`config.mk`:
```
export PLATFORM = sky130hd
export DESIGN_NAME = col_buf_phase_seq
export DESIGN_NICKNAME = d
export VERILOG_FILES = /design/src/rtl/cbs_pkg.sv /design/src/rtl/cbs_len_bank.sv /design/src/rtl/cbs_phase_fsm.sv /design/src/rtl/cbs_ctl_decode.sv /design/src/rtl/col_buf_phase_seq.sv
export SDC_FILE = /design/constraint.sdc
export NUM_CORES = 1
export LEC_CHECK = 0
export BUFFER_PORTS_ARGS = -buffer_cell sky130_fd_sc_hd__buf_2
export CAP_MARGIN = 20
export CORE_UTILIZATION = 50
export CTS_CLUSTER_SIZE = 14
export DETAILED_ROUTE_END_ITERATION = 10
export GPL_TIMING_DRIVEN = 0
export PLACE_DENSITY = 0.78
export SLEW_MARGIN = 20
export SYNTH_ARGS = -nofsm -noshare
export SYNTH_HDL_FRONTEND = slang
export SYNTH_SLANG_ARGS = --single-unit
export TNS_END_PERCENT = 1
```
`constraint.sdc`:
```
create_clock -name clk -period 2.1 [get_ports clk]
set_input_delay 0.21 -clock clk [delete_from_list [all_inputs] [get_ports clk]]
set_output_delay 0.21 -clock clk [all_outputs]
set_load 0.1 [all_outputs]
```
`src/rtl/cbs_pkg.sv`:
```
`timescale 1ns/1ps
package cbs_pkg;

    typedef enum logic [2:0] {
        PH_IDLE   = 3'd0,
        PH_CLEAR  = 3'd1,
        PH_GAP_A  = 3'd2,
        PH_SETTLE = 3'd3,
        PH_GAP_B  = 3'd4,
        PH_DRIVE  = 3'd5
    } phase_e;

    typedef enum logic {
        STY_DYNAMIC = 1'b0,
        STY_STATIC  = 1'b1
    } style_e;

    typedef struct packed {
        logic busy;
        logic drv_en;
        logic mux_sel;
        logic buf_reset;
    } ctl_t;

    localparam int unsigned NUM_LEN    = 3;
    localparam int unsigned IDX_CLEAR  = 0;
    localparam int unsigned IDX_SETTLE = 1;
    localparam int unsigned IDX_DRIVE  = 2;

endpackage

```
`src/rtl/cbs_len_bank.sv`:
```
`timescale 1ns/1ps
// Holds one phase length per slot, captured when a run is accepted.
// A zero length is stored as one so that every phase lasts a cycle at least.
module cbs_len_bank
    import cbs_pkg::*;
#(
    parameter int unsigned LEN_W = 8,
    parameter int unsigned N     = NUM_LEN
) (
    input  logic                      clk,
    input  logic                      rst_n,
    input  logic                      load,
    input  logic [N-1:0][LEN_W-1:0]   raw,
    output logic [N-1:0][LEN_W-1:0]   held
);

    localparam logic [LEN_W-1:0] LEN_ONE = LEN_W'(1);

    for (genvar i = 0; i < N; i++) begin : g_slot
        logic [LEN_W-1:0] val_d;
        logic [LEN_W-1:0] val_q;

        always_comb begin
            val_d = val_q;
            if (load) begin
                val_d = (raw[i] == '0) ? LEN_ONE : raw[i];
            end
        end

        always_ff @(posedge clk) begin
            if (!rst_n) begin
                val_q <= LEN_ONE;
            end else begin
                val_q <= val_d;
            end
        end

        assign held[i] = val_q;
    end

endmodule

```
`src/rtl/cbs_phase_fsm.sv`:
```
`timescale 1ns/1ps
// Phase sequencer: walks clear -> gap -> settle -> gap -> drive (dynamic)
// or clear -> gap -> drive (static), counting each phase against its length.
module cbs_phase_fsm
    import cbs_pkg::*;
#(
    parameter int unsigned LEN_W = 8
) (
    input  logic                            clk,
    input  logic                            rst_n,
    input  logic                            start,
    input  style_e                          style_in,
    input  logic [NUM_LEN-1:0][LEN_W-1:0]   len,
    output logic                            accept,
    output phase_e                          phase
);

    localparam logic [LEN_W-1:0] CNT_ONE = LEN_W'(1);

    typedef struct packed {
        phase_e           phase;
        style_e           style;
        logic [LEN_W-1:0] cnt;
    } st_t;

    st_t              st_d;
    st_t              st_q;
    logic [LEN_W-1:0] len_cur;
    logic             last;

    always_comb begin
        unique case (st_q.phase)
            PH_CLEAR:  len_cur = len[IDX_CLEAR];
            PH_SETTLE: len_cur = len[IDX_SETTLE];
            PH_DRIVE:  len_cur = len[IDX_DRIVE];
            default:   len_cur = CNT_ONE;
        endcase
    end

    assign last   = ((st_q.cnt + CNT_ONE) == len_cur);
    assign accept = start && (st_q.phase == PH_IDLE);

    always_comb begin
        st_d     = st_q;
        st_d.cnt = st_q.cnt + CNT_ONE;
        unique case (st_q.phase)
            PH_IDLE: begin
                st_d.cnt = '0;
                if (accept) begin
                    st_d.phase = PH_CLEAR;
                    st_d.style = style_in;
                end
            end
            PH_CLEAR: begin
                if (last) begin
                    st_d.cnt   = '0;
                    st_d.phase = (st_q.style == STY_STATIC) ? PH_GAP_B : PH_GAP_A;
                end
            end
            PH_GAP_A: begin
                st_d.cnt   = '0;
                st_d.phase = PH_SETTLE;
            end
            PH_SETTLE: begin
                if (last) begin
                    st_d.cnt   = '0;
                    st_d.phase = PH_GAP_B;
                end
            end
            PH_GAP_B: begin
                st_d.cnt   = '0;
                st_d.phase = PH_DRIVE;
            end
            PH_DRIVE: begin
                if (last) begin
                    st_d.cnt   = '0;
                    st_d.phase = PH_IDLE;
                end
            end
            default: begin
                st_d.cnt   = '0;
                st_d.phase = PH_IDLE;
            end
        endcase
    end

    always_ff @(posedge clk) begin
        if (!rst_n) begin
            st_q.phase <= PH_IDLE;
            st_q.style <= STY_DYNAMIC;
            st_q.cnt   <= '0;
        end else begin
            st_q <= st_d;
        end
    end

    assign phase = st_q.phase;

endmodule

```
`src/rtl/cbs_ctl_decode.sv`:
```
`timescale 1ns/1ps
// Maps the registered phase onto the buffer control lines.
module cbs_ctl_decode
    import cbs_pkg::*;
(
    input  phase_e phase,
    output ctl_t   ctl
);

    always_comb begin
        ctl           = '0;
        ctl.busy      = (phase != PH_IDLE);
        ctl.buf_reset = (phase == PH_CLEAR);
        ctl.mux_sel   = (phase == PH_CLEAR);
        ctl.drv_en    = (phase == PH_DRIVE);
    end

endmodule

```
`src/rtl/col_buf_phase_seq.sv`:
```
`timescale 1ns/1ps
module col_buf_phase_seq
    import cbs_pkg::*;
#(
    parameter int unsigned LEN_W = 8
) (
    input  logic             clk,
    input  logic             rst_n,
    input  logic             line_start,
    input  logic             style_static,
    input  logic [LEN_W-1:0] len_clear,
    input  logic [LEN_W-1:0] len_settle,
    input  logic [LEN_W-1:0] len_drive,
    output logic             buf_reset,
    output logic             mux_sel,
    output logic             drv_en,
    output logic             busy
);

    logic [NUM_LEN-1:0][LEN_W-1:0] raw_len;
    logic [NUM_LEN-1:0][LEN_W-1:0] held_len;
    logic                          accept;
    phase_e                        phase;
    ctl_t                          ctl;
    style_e                        style_sel;

    assign raw_len[IDX_CLEAR]  = len_clear;
    assign raw_len[IDX_SETTLE] = len_settle;
    assign raw_len[IDX_DRIVE]  = len_drive;
    assign style_sel           = style_static ? STY_STATIC : STY_DYNAMIC;

    cbs_len_bank #(.LEN_W(LEN_W), .N(NUM_LEN)) u_bank (
        .clk   (clk),
        .rst_n (rst_n),
        .load  (accept),
        .raw   (raw_len),
        .held  (held_len)
    );

    cbs_phase_fsm #(.LEN_W(LEN_W)) u_fsm (
        .clk      (clk),
        .rst_n    (rst_n),
        .start    (line_start),
        .style_in (style_sel),
        .len      (held_len),
        .accept   (accept),
        .phase    (phase)
    );

    cbs_ctl_decode u_dec (
        .phase (phase),
        .ctl   (ctl)
    );

    assign buf_reset = ctl.buf_reset;
    assign mux_sel   = ctl.mux_sel;
    assign drv_en    = ctl.drv_en;
    assign busy      = ctl.busy;

endmodule

```
==> results.md, run 1 <==
- Status: complete, but fails checks
- Failing checks: setup timing
- Req. time, crit path: roughly 2300 ps
- Busiest metal layer after global routing: met2
- Wirelength per Cell: 14.6 um
- Count of final max-slew check failures: 0
- Die width: between 60 and 70 um
- Setup crit end kind: flop
- Clock sink total: 36
- TritonRoute pass-1 iters: 4
- Initial antenna violation count: 0
- Psw: between 1000 and 1500 uW
- Setup CP Type: flop to flop
- First-pass GRT wire length: between 7000 and 8000 um
- Core Rows: 21
- Syn avg cell area: 8.40 sq um
- TritonCTS Buffers: 5
- DR DRC count: 0
- ANT nets after route: 0
- Final Hold Viols: 0
- Clock skew: 5.65 ps
- Clock power share: between 10% and 20%
- Initial Util: approximately 54%
- Pwr Total: ~2900 uW
- Drt total wl: roughly 4500 um
- Placer Congestion: approximately 0.77
- Setup violations, final: 1
- Vias/cell: ~5.5
- Worst-Margin Slew: roughly 540 ps
- Leakage: approximately 0.0009 uW
- Area Growth Syn to Fin: 29.7%
- Core ar.: approximately 3400 sq um
- Distinct cells, synth: between 40 and 50
- IO Port Bufs: 30
- Arr. time, crit path: 2400 ps
- Vias post-DR: between 1500 and 2000
- Min Tclk post-route: around 2200 ps
- Pin count of the biggest net entering global routing: 11
- Peak supply drop: between 0.6 and 0.7 mV
- Seq/Total Area, Yosys: around two fifths
- Synth Register Bits: 36
- CTS Root Cell: clkbuf_8
- Switching part of the total: between 40% and 50%
- Aggregate global routing overflow: 0
- Diode count: 0
- Clock Pin Slew Worst Setup and Hold Paths: 70 ps
- Combinational group share of total power: 51.5%
- Commonest cells after routing, fill and taps aside: nand2_1 (55), dfxtp_1 (32), buf_2 (30)
- Crit. Startpoint: u_fsm.st_q[3]
- Hold Path Class: primary input to flop
- Slew HR: ~64%
- CTS Hold Buffers Added: 0
- Mapped cell area: ~1900 sq um
- Met2 Track Usage GR: about a third
- CP max FO: 4
- Syn_nets: 251
- HPWL after detailed placement: roughly 3100 um
- Peak per-stage delay on the critical path: around 550 ps
- CTS tree: built
- Mapped Cells: roughly 220
- Final worst slack: -74.0 ps
- Vias in the first global route: 1553
- Max cap viols: 0
- Die area: 3980 sq um
- Critical hold path startpoint: style_static
- Internal Power: approximately 1700 uW
- Met3 GRT Util: approximately 4.3%
- Post-DP Area: 2090 sq um
- Worst Setup Start Kind: flop
- CTS HTree Levels: 2
- Nets@finish: roughly 300
- Seq pwr share: 31.1%
- Crit path cell chain: nand4_1, xnor2_1, xnor2_2, and3_1, o2111ai_2, or4_1, a21boi_1
- Final worst-path cycle share: 104%
- Yosys warnings: 0
- Most common cell after layout, fill and taps aside: nand2_1
- CTS max path bufs: 2
- Num ports: 32
- PwrDens: about 1200 nW/um^2
- Iter 0 DRT Violations: 77
- Finished Cell Area: 2420 sq um
- Share of layout cells above drive strength 1: a little under a third
- Unrepaired setup endpoints after global routing: true
- Met1 Track Usage GR: between 30 and 40%
- Slowest-stage cell, CP: or4_1
- Reg2reg start: u_fsm.st_q[3]
- Worst skew pair latency: approximately 290 ps
- Total GRT Usage: between 20% and 30%
- Die height: between 60 and 70 um
- Fmax: about 0.46 GHz
metal layers:
layer  vias up  part of all wire, %
li1        858                    -
met1       800                   47
met2        39                   47
met3         8                  3.5
met4         0                  2.2
met5         -                    0
stage by stage:
| step | utilization [%] | TNS, ps | cells | hold WS, ps | setup slack (ps) |
|---|---|---|---|---|---|
| floorplan | - | 0 | 222 | 355 | 60.4 |
| global placement | 60.6 | -1000 | 298 | 450 | -150 |
| detailed placement | 60.6 | -1820 | 298 | 456 | -203 |
| CTS | 64.0 | -12.9 | 307 | 172 | -12.9 |
| global route | 70.2 | -258 | 312 | 176 | -154 |
| finish | 70.2 | -74.0 | 312 | 166 | -74.0 |
timing repair:
item	in CTS	in global routing
resized for setup	7	39
buffers inserted	1	6
gates cloned	0	0
endpoints found under the hold margin	0	0
endpoints found under the setup margin	25	30
pin swaps	0	14
power by group through the flow:
stage / Clock, uW / Combinational, uW / Sequential [uW]
detailed placement: 0 / 1220 / 901
global placement: 0 / 1210 / 898
finish: 510 / 1510 / 912
CTS: 511 / 1240 / 887
floorplan: 0 / 1000 / 877
global route: 552 / 1640 / 927
layout make-up:
class / count / area, sq um
Buffer: 15 / 120
Timing Repair Buffer: 37 / 209
Tap cell: 46 / 57.6
Clock buffer: 8 / 90.1
Multi-Input combinational cell: 169 / 1210
Inverter: 1 / 3.75
Sequential cell: 36 / 728
Fill cell: 272 / 1020
flip-flops by register name, indices dropped and copies added, names as in the netlist:
name	cells
u_fsm.phase	3
u_fsm.st_q	9
u_bank.g_slot.val_q	24
worst paths after layout:
path              depth (start not counted)  slack (ps)                         to
setup reg to reg                          7         -70             u_fsm.phase[1]
hold / removal                            3         170              u_fsm.st_q[8]
setup / recovery                          7         -70             u_fsm.phase[1]
hold reg to reg                           2         460  u_bank.g_slot[0].val_q[7]
synth_stat cells, drive strengths merged:
library cell  instances  area (sq um)
nand2                55           206
dfxtp                36           721
a21boi               24           180
xnor2                11          96.3
o21ai                10          53.8
nor3                  9          50.1
buf                   8          65.1
clkbuf                8          30.0
mux2i                 8          80.1
nor2                  7          26.3
nand3                 6          35.0
o2bb2ai               5          50.0
or4                   4          30.0
nor4                  3          18.8
a2bb2oi               2          17.5
and3                  2          12.5
nand3b                2          15.0
nor2b                 2          12.5
nor3b                 2          15.0
xor2                  2          17.5
a21oi                 1          5.00
and2                  1          6.26
and3b                 1          8.76
ha                    1          12.5
inv                   1          3.75
mux2                  1          11.3
nand2b                1          6.26
nand4                 1          6.26
nand4b                1          8.76
nand4bb               1          11.3
o2111ai               1          15.0
o211ai                1          7.51
o221ai                1          8.76
o22ai                 1          6.26
o31ai                 1          7.51
or3                   1          6.26
cells by family after synthesis:
family                   synth area share (%)
buffers and inverters                    5.30
AO/OA/AOI/OAI                            18.9
AND/OR/NAND/NOR                          25.5
multiplexers                             4.90
XOR/XNOR                                 6.11
adder cells (fa/ha/maj)                 0.671
flip-flops                               38.7
critical path: cells and delay by family (launching register included):
kind / cells / cell delay (ps)
and+or+nand+nor: 3 / 910
xor gates and xnor gates: 2 / 460
DFF: 1 / 420
AOI/OAI and AO/OA: 2 / 310
(Power assumes the default switching activity.)
==> inputs of run 2 (changes only) <==
- CORE_MARGIN: default -> 2
- REMOVE_ABC_BUFFERS: default -> 1
==> results.md, run 2 (same netlist as run 1, synthesis figures left out) <==
- Commonest cells after routing, fill and taps aside: nand2_1 (54), dfxtp_1 (32), buf_2 (31)
- Vias post-DR: 1638 (-3.9%)
- Internal Power: 1570 uW (-5.4%)
- Clock Pin Slew Worst Setup and Hold Paths: 70 ps (about the same)
- CTS tree: built
- Pin count of the biggest net entering global routing: 29 (+18)
- Core Rows: 22 (+4.8%)
- Min Tclk post-route: 2050 ps (-121 ps)
- Layout Utilization: 62.2% (-8.0 points)
- Max cap viols: 0 (unchanged)
- PwrDens: 1210 nW/um^2 (-0.24%)
- Vias in the first global route: 1492 (-3.9%)
- FF/Latch Area: 736 sq um (+1.0%)
- Diode count: 0 (unchanged)
- Seq pwr share: 34.6% (+3.5 points)
- Die area: 4230 sq um (+6.4%)
- Clock skew: 5.58 ps (-0.0691 ps)
- Die width: 65.1 um (+3.2%)
- CP max FO: 7 (+3)
- Vias/cell: 5.39 (-1.4%)
- Nets@finish: 285 (-3.1%)
- Biggest regs: u_bank.g_slot.val_q: 24 flops, u_fsm.st_q: 9 flops, u_fsm.phase: 3 flops
- Unrepaired setup endpoints after global routing: true
- Clock sink total: 36 (unchanged)
- Largest register FFs: 24 (unchanged)
- TritonCTS Buffers: 5 (unchanged)
- Req. time, crit path: 2320 ps (about the same)
- Peak supply drop: 0.741 mV (+21%)
- Most common cell after layout, fill and taps aside: nand2_1
- Worst Setup Start Kind: flop
- Core ar.: 3630 sq um (+5.6%)
- ANT nets after route: 0 (unchanged)
- Leakage: 0.000840 uW (-5.6%)
- Initial Util: 51.3% (-2.9 points)
- Iter 0 DRT Violations: 41 (-47%)
- Worst skew pair latency: 290 ps (about the same)
- Multi-input gate area: 1110 sq um (-8.5%)
- First-pass GRT wire length: 6400 um (-9.8%)
- Final worst-path cycle share: 97.8% (-5.8 points)
- Area Growth Syn to Fin: 21.2%
- Psw: 1160 uW (-8.4%)
- Largest Register: u_bank.g_slot.val_q
- Share of layout cells above drive strength 1: 27.7% (-3.8 points)
- CTS Root Cell: clkbuf_8
- Switching part of the total: 42.5% (-0.79 points)
- TritonRoute pass-1 iters: 4 (unchanged)
- Arr. time, crit path: 2270 ps (-130 ps)
- Initial antenna violation count: 0 (unchanged)
- Clock power share: 19.5% (+2.1 points)
- Post-DP Area: 1980 sq um (-4.9%)
- Status: completed
- IO Port Bufs: 31 (+3.3%)
- DR DRC count: 0 (unchanged)
- Combinational group share of total power: 45.9% (-5.6 points)
- HPWL after detailed placement: 2640 um (-14%)
- Wirelength per Cell: 13.3 um (-8.5%)
- Slew HR: 68.0% (+4.4 points)
- Finished Cell Area: 2260 sq um (-6.5%)
- Drt total wl: 4050 um (-11%)
- Aggregate global routing overflow: 0 (unchanged)
- Filler instances: 331 (+22%)
- Die height: 65.1 um (+3.2%)
- Count of final max-slew check failures: 0 (unchanged)
- Pwr Total: 2730 uW (-6.7%)
- Worst-Margin Slew: 484 ps (-57.4 ps)
- Final Hold Viols: 0 (unchanged)
- Setup violations, final: 0 (-1)
- CTS HTree Levels: 2 (unchanged)
- Hold Path Class: primary input to flop
- Total GRT Usage: 19.8% (-3.6 points)
- CTS max path bufs: 2 (unchanged)
- Fmax: 0.487 GHz (+5.9%)
- Placer Congestion: 0.707 (-8.5%)
- Setup crit end kind: flop
- Setup CP Type: flop to flop
- Num ports: 32 (unchanged)
==> run 2: cell types whose count changed in the layout (fill, tap and decap cells not counted), sizes merged <==
cell	before	now
buf	43	42
clkbuf	17	8
==> run 2: worst max-delay path: stages, from the launching register on <==
cell and delay [ps]:
dfxtp_4 420, buf_4 130, mux2i_1 200, o2bb2ai_1 110, xnor2_1 150, o21ai_2 160, o2111ai_2 180, or4_1 500
a21boi_1 130
==> run 2: worst paths after layout <==
check / end / depth (start not counted) / start / slack [ps]
max: u_fsm.phase[1] / 8 / u_fsm.phase[2] / 50
min: u_bank.g_slot[1].val_q[5] / 3 / len_settle[5] / 170
max reg2reg: u_fsm.phase[1] / 8 / u_fsm.phase[2] / 50
min reg2reg: u_bank.g_slot[0].val_q[6] / 2 / u_bank.g_slot[0].val_q[6] / 460
==> run 2: power by group through the flow <==
| stage | combinational (uW) | sequential [uW] | clock, uW |
|---|---|---|---|
| finish | 1250 | 944 | 534 |
| global route | 1360 | 958 | 555 |
| CTS | 1080 | 970 | 532 |
| detailed placement | 1000 | 974 | 0 |
| global placement | 995 | 967 | 0 |
| floorplan | 771 | 932 | 0 |
==> run 2: final cells by class <==
| cell class | instances | area share, % |
|---|---|---|
| multi-input cells | 169 | 48.9 |
| flip-flops and latches | 36 | 32.6 |
| repair buffers | 43 | 11.4 |
| clock buffers | 7 | 4.26 |
| well taps | 48 | 2.66 |
| inverters | 1 | 0.166 |
==> run 2: layer usage <==
metal | up-vias | global-route usage [%] | share of wire (%)
met4 | 0 | 9.11 | 1.2
met2 | 42 | 33.6 | 49
li1 | 840 | - | -
met1 | 751 | 23.0 | 45
met5 | - | 0 | 0
met3 | 5 | 5.73 | 4.0
==> run 2: repair_timing <==
action                                  in CTS  in global routing
hold buffers                                 0                  0
resized for setup                           11                 13
cloned                                       0                  0
endpoints found under the setup margin      11                 21
pin swaps                                    0                  4
buffers inserted                             4                  8
==> run 2: through the flow <==
stage,TNS (ps),worst slack [ps],hold WS (ps),std cells
2_1_floorplan,-6840,-2930,282,206
3_3_place_gp,-5280,-554,446,285
3_5_place_dp,-5570,-594,454,285
4_1_cts,0,12.6,168,296
5_1_grt,-129,-111,174,304
6_report,0,46.8,167,304
==> inputs of run 3 (changes only) <==
- BUFFER_PORTS_ARGS: -buffer_cell sky130_fd_sc_hd__buf_2 -> -buffer_cell sky130_fd_sc_hd__buf_4
==> results.md, run 3 (same netlist as run 1, synthesis figures left out) <==
- Status: completed
- Arr. time, crit path: 2320 ps (+50 ps)
- Area Growth Syn to Fin: 21.6%
- HPWL after detailed placement: 2630 um (-0.32%)
- Commonest cells after routing, fill and taps aside: nand2_1 (55), buf_4 (37), dfxtp_1 (33)
- CTS max path bufs: 2 (unchanged)
- Hold Path Class: primary input to flop
- Worst Setup Start Kind: flop
- Slew HR: 45.7% (-22 points)
- Largest register FFs: 24 (unchanged)
- Iter 0 DRT Violations: 54 (+32%)
- PwrDens: 1180 nW/um^2 (-2.6%)
- Post-Layout Cell Count: 300 (-1.3%)
- Die width: 65.1 um (unchanged)
- Multi-input gate area: 1080 sq um (-2.3%)
- Wirelength per Cell: 12.9 um (-3.2%)
- Nets@finish: 281 (-1.4%)
- Core Rows: 22 (unchanged)
- Seq pwr share: 35.6% (+1.0 points)
- R2R Path End: u_fsm.phase[1]
- Reg2reg start: u_fsm.st_q[0]
- CTS Root Cell: clkbuf_8
- Aggregate global routing overflow: 0 (unchanged)
- Clock Pin Slew Worst Setup and Hold Paths: 70 ps (about the same)
- CTS HTree Levels: 2 (unchanged)
- Setup WS pre-CTS: -604 ps (-10.1 ps)
- Most common cell after layout, fill and taps aside: nand2_1
- TritonRoute pass-1 iters: 4 (unchanged)
- Final worst-path cycle share: 99.8% (+2.0 points)
- Initial antenna violation count: 0 (unchanged)
- Final worst slack: 4.16 ps (-42.6 ps)
- Crit path cell chain: ha_2, nand3_1, xor2_2, xnor2_1, o31ai_2, o21ai_1, or4_1, a21boi_1
- Total GRT Usage: 20.9% (+1.0 points)
- DR DRC count: 0 (unchanged)
- Die area: 4230 sq um (unchanged)
- Psw: 1120 uW (-3.2%)
- Filler instances: 333 (+0.60%)
- Req. time, crit path: 2320 ps (about the same)
- Setup CP Type: flop to flop
- Clock power share: 19.7% (+0.2 points)
- Biggest regs: u_bank.g_slot.val_q: 24 flops, u_fsm.st_q: 9 flops, u_fsm.phase: 3 flops
- Setup crit end kind: flop
- Clock sink total: 36 (unchanged)
- Combinational group share of total power: 44.6% (-1.3 points)
- Max cap viols: 0 (unchanged)
- Diode count: 0 (unchanged)
- Largest Register: u_bank.g_slot.val_q
- Clock skew: 1.33 ps (-4.25 ps)
- Initial Util: 51.3% (unchanged)
- Worst-Margin Slew: 812 ps (+328 ps)
- Final Hold Viols: 0 (unchanged)
- Slowest-stage cell, CP: or4_1
- Switching part of the total: 42.1% (-0.40 points)
- Worst Setup EP: u_fsm.phase[1]
- Peak per-stage delay on the critical path: 450 ps (-50 ps)
- Vias in the first global route: 1484 (-0.54%)
- Die height: 65.1 um (unchanged)
- CTS Hold Buffers Added: 0 (unchanged)
- Cells after DPL: 285 (unchanged)
- Drt total wl: 3860 um (-4.5%)
- TritonCTS Buffers: 5 (unchanged)
- Pin count of the biggest net entering global routing: 29 (unchanged)
- CP max FO: 8 (+1)
- Min Tclk post-route: 2100 ps (+42.6 ps)
- Peak supply drop: 0.661 mV (-11%)
- Vias/cell: 5.31 (-1.4%)
- Leakage: 0.000838 uW (-0.21%)
- Num ports: 32 (unchanged)
- Core ar.: 3630 sq um (unchanged)
- Worst skew pair latency: 290 ps (about the same)
- First-pass GRT wire length: 6710 um (+5.0%)
- R2R setup slack: 4 ps (-40 ps)
- CTS tree: built
- Fmax: 0.477 GHz (-2.0%)
- Crit. Startpoint: u_fsm.st_q[0]
- Placer Congestion: 0.770 (+8.9%)
- FF/Latch Area: 732 sq um (-0.51%)
- Pwr Total: 2670 uW (-2.3%)
- Worst hold margin: 178 ps (+10.9 ps)
- Count of final max-slew check failures: 0 (unchanged)
- Vias post-DR: 1594 (-2.7%)
- Cells on worst reg2reg path: 8 (unchanged)
- IO Port Bufs: 31 (unchanged)
- Setup violations, final: 0 (unchanged)
- ANT nets after route: 0 (unchanged)
- Unrepaired setup endpoints after global routing: true
- Share of layout cells above drive strength 1: 25.0% (-2.7 points)
- Internal Power: 1540 uW (-1.6%)
-- run 3: critical path, delay by kind of cell, from the launching register on --
family          cells  cell delay, ps
flops               1             380
xor+xnor            2             380
fa+ha+maj           1             210
simple gates        2             570
compound gates      3             480
-- run 3: worst min-delay path by stage --
stage	startpoint	end	slack (ps)	cells past startpoint
final	style_static	u_fsm.st_q[8]	180	3
after global routing	len_drive[2]	u_bank.g_slot[2].val_q[2]	180	3
after CTS	len_clear[0]	u_bank.g_slot[0].val_q[0]	170	3
after detailed placement	u_bank.g_slot[2].val_q[0]	u_bank.g_slot[2].val_q[0]	450	2
after global placement	u_bank.g_slot[0].val_q[6]	u_bank.g_slot[0].val_q[6]	450	2
after floorplan	rst_n	u_bank.g_slot[0].val_q[0]	280	1
-- run 3: cell type report --
| cell class | instances | share of cell area (%) |
|---|---|---|
| Multi-Input combinational cell | 169 | 47.7 |
| Timing Repair Buffer | 39 | 13.0 |
| Clock buffer | 7 | 4.25 |
| Tap cell | 48 | 2.65 |
| Inverter | 1 | 0.166 |
| Sequential cell | 36 | 32.3 |
-- run 3: metal layers --
metal  part of all wire (%)  global-route usage [%]  vias up
met1                     46                    26.0      724
met3                    4.1                    5.38        6
met2                     48                    34.7       33
li1                       -                       -      831
met5                      0                       0        -
met4                    1.5                    7.81        0
-- run 3: metrics by stage --
step	TNS [ps]	area, sq um	utilization (%)
finish	0	2270	62.4
global route	-148	2270	62.4
CTS	0	2260	62.2
detailed placement	-5580	2060	56.7
global placement	-5290	2060	56.7
floorplan	-6840	1770	-
-- run 3: power by group through the flow --
stage | sequential (uW) | clock (uW) | combinational [uW]
floorplan | 932 | 0 | 771
global placement | 967 | 0 | 1030
detailed placement | 971 | 0 | 1040
CTS | 947 | 539 | 1180
global route | 971 | 564 | 1300
finish | 951 | 527 | 1190
-- run 3: repair_timing --
action / in CTS / in global routing
pin swaps: 1 / 1
gates resized for setup: 15 / 3
setup buffers: 8 / 0
endpoints found under the setup margin: 11 / 35
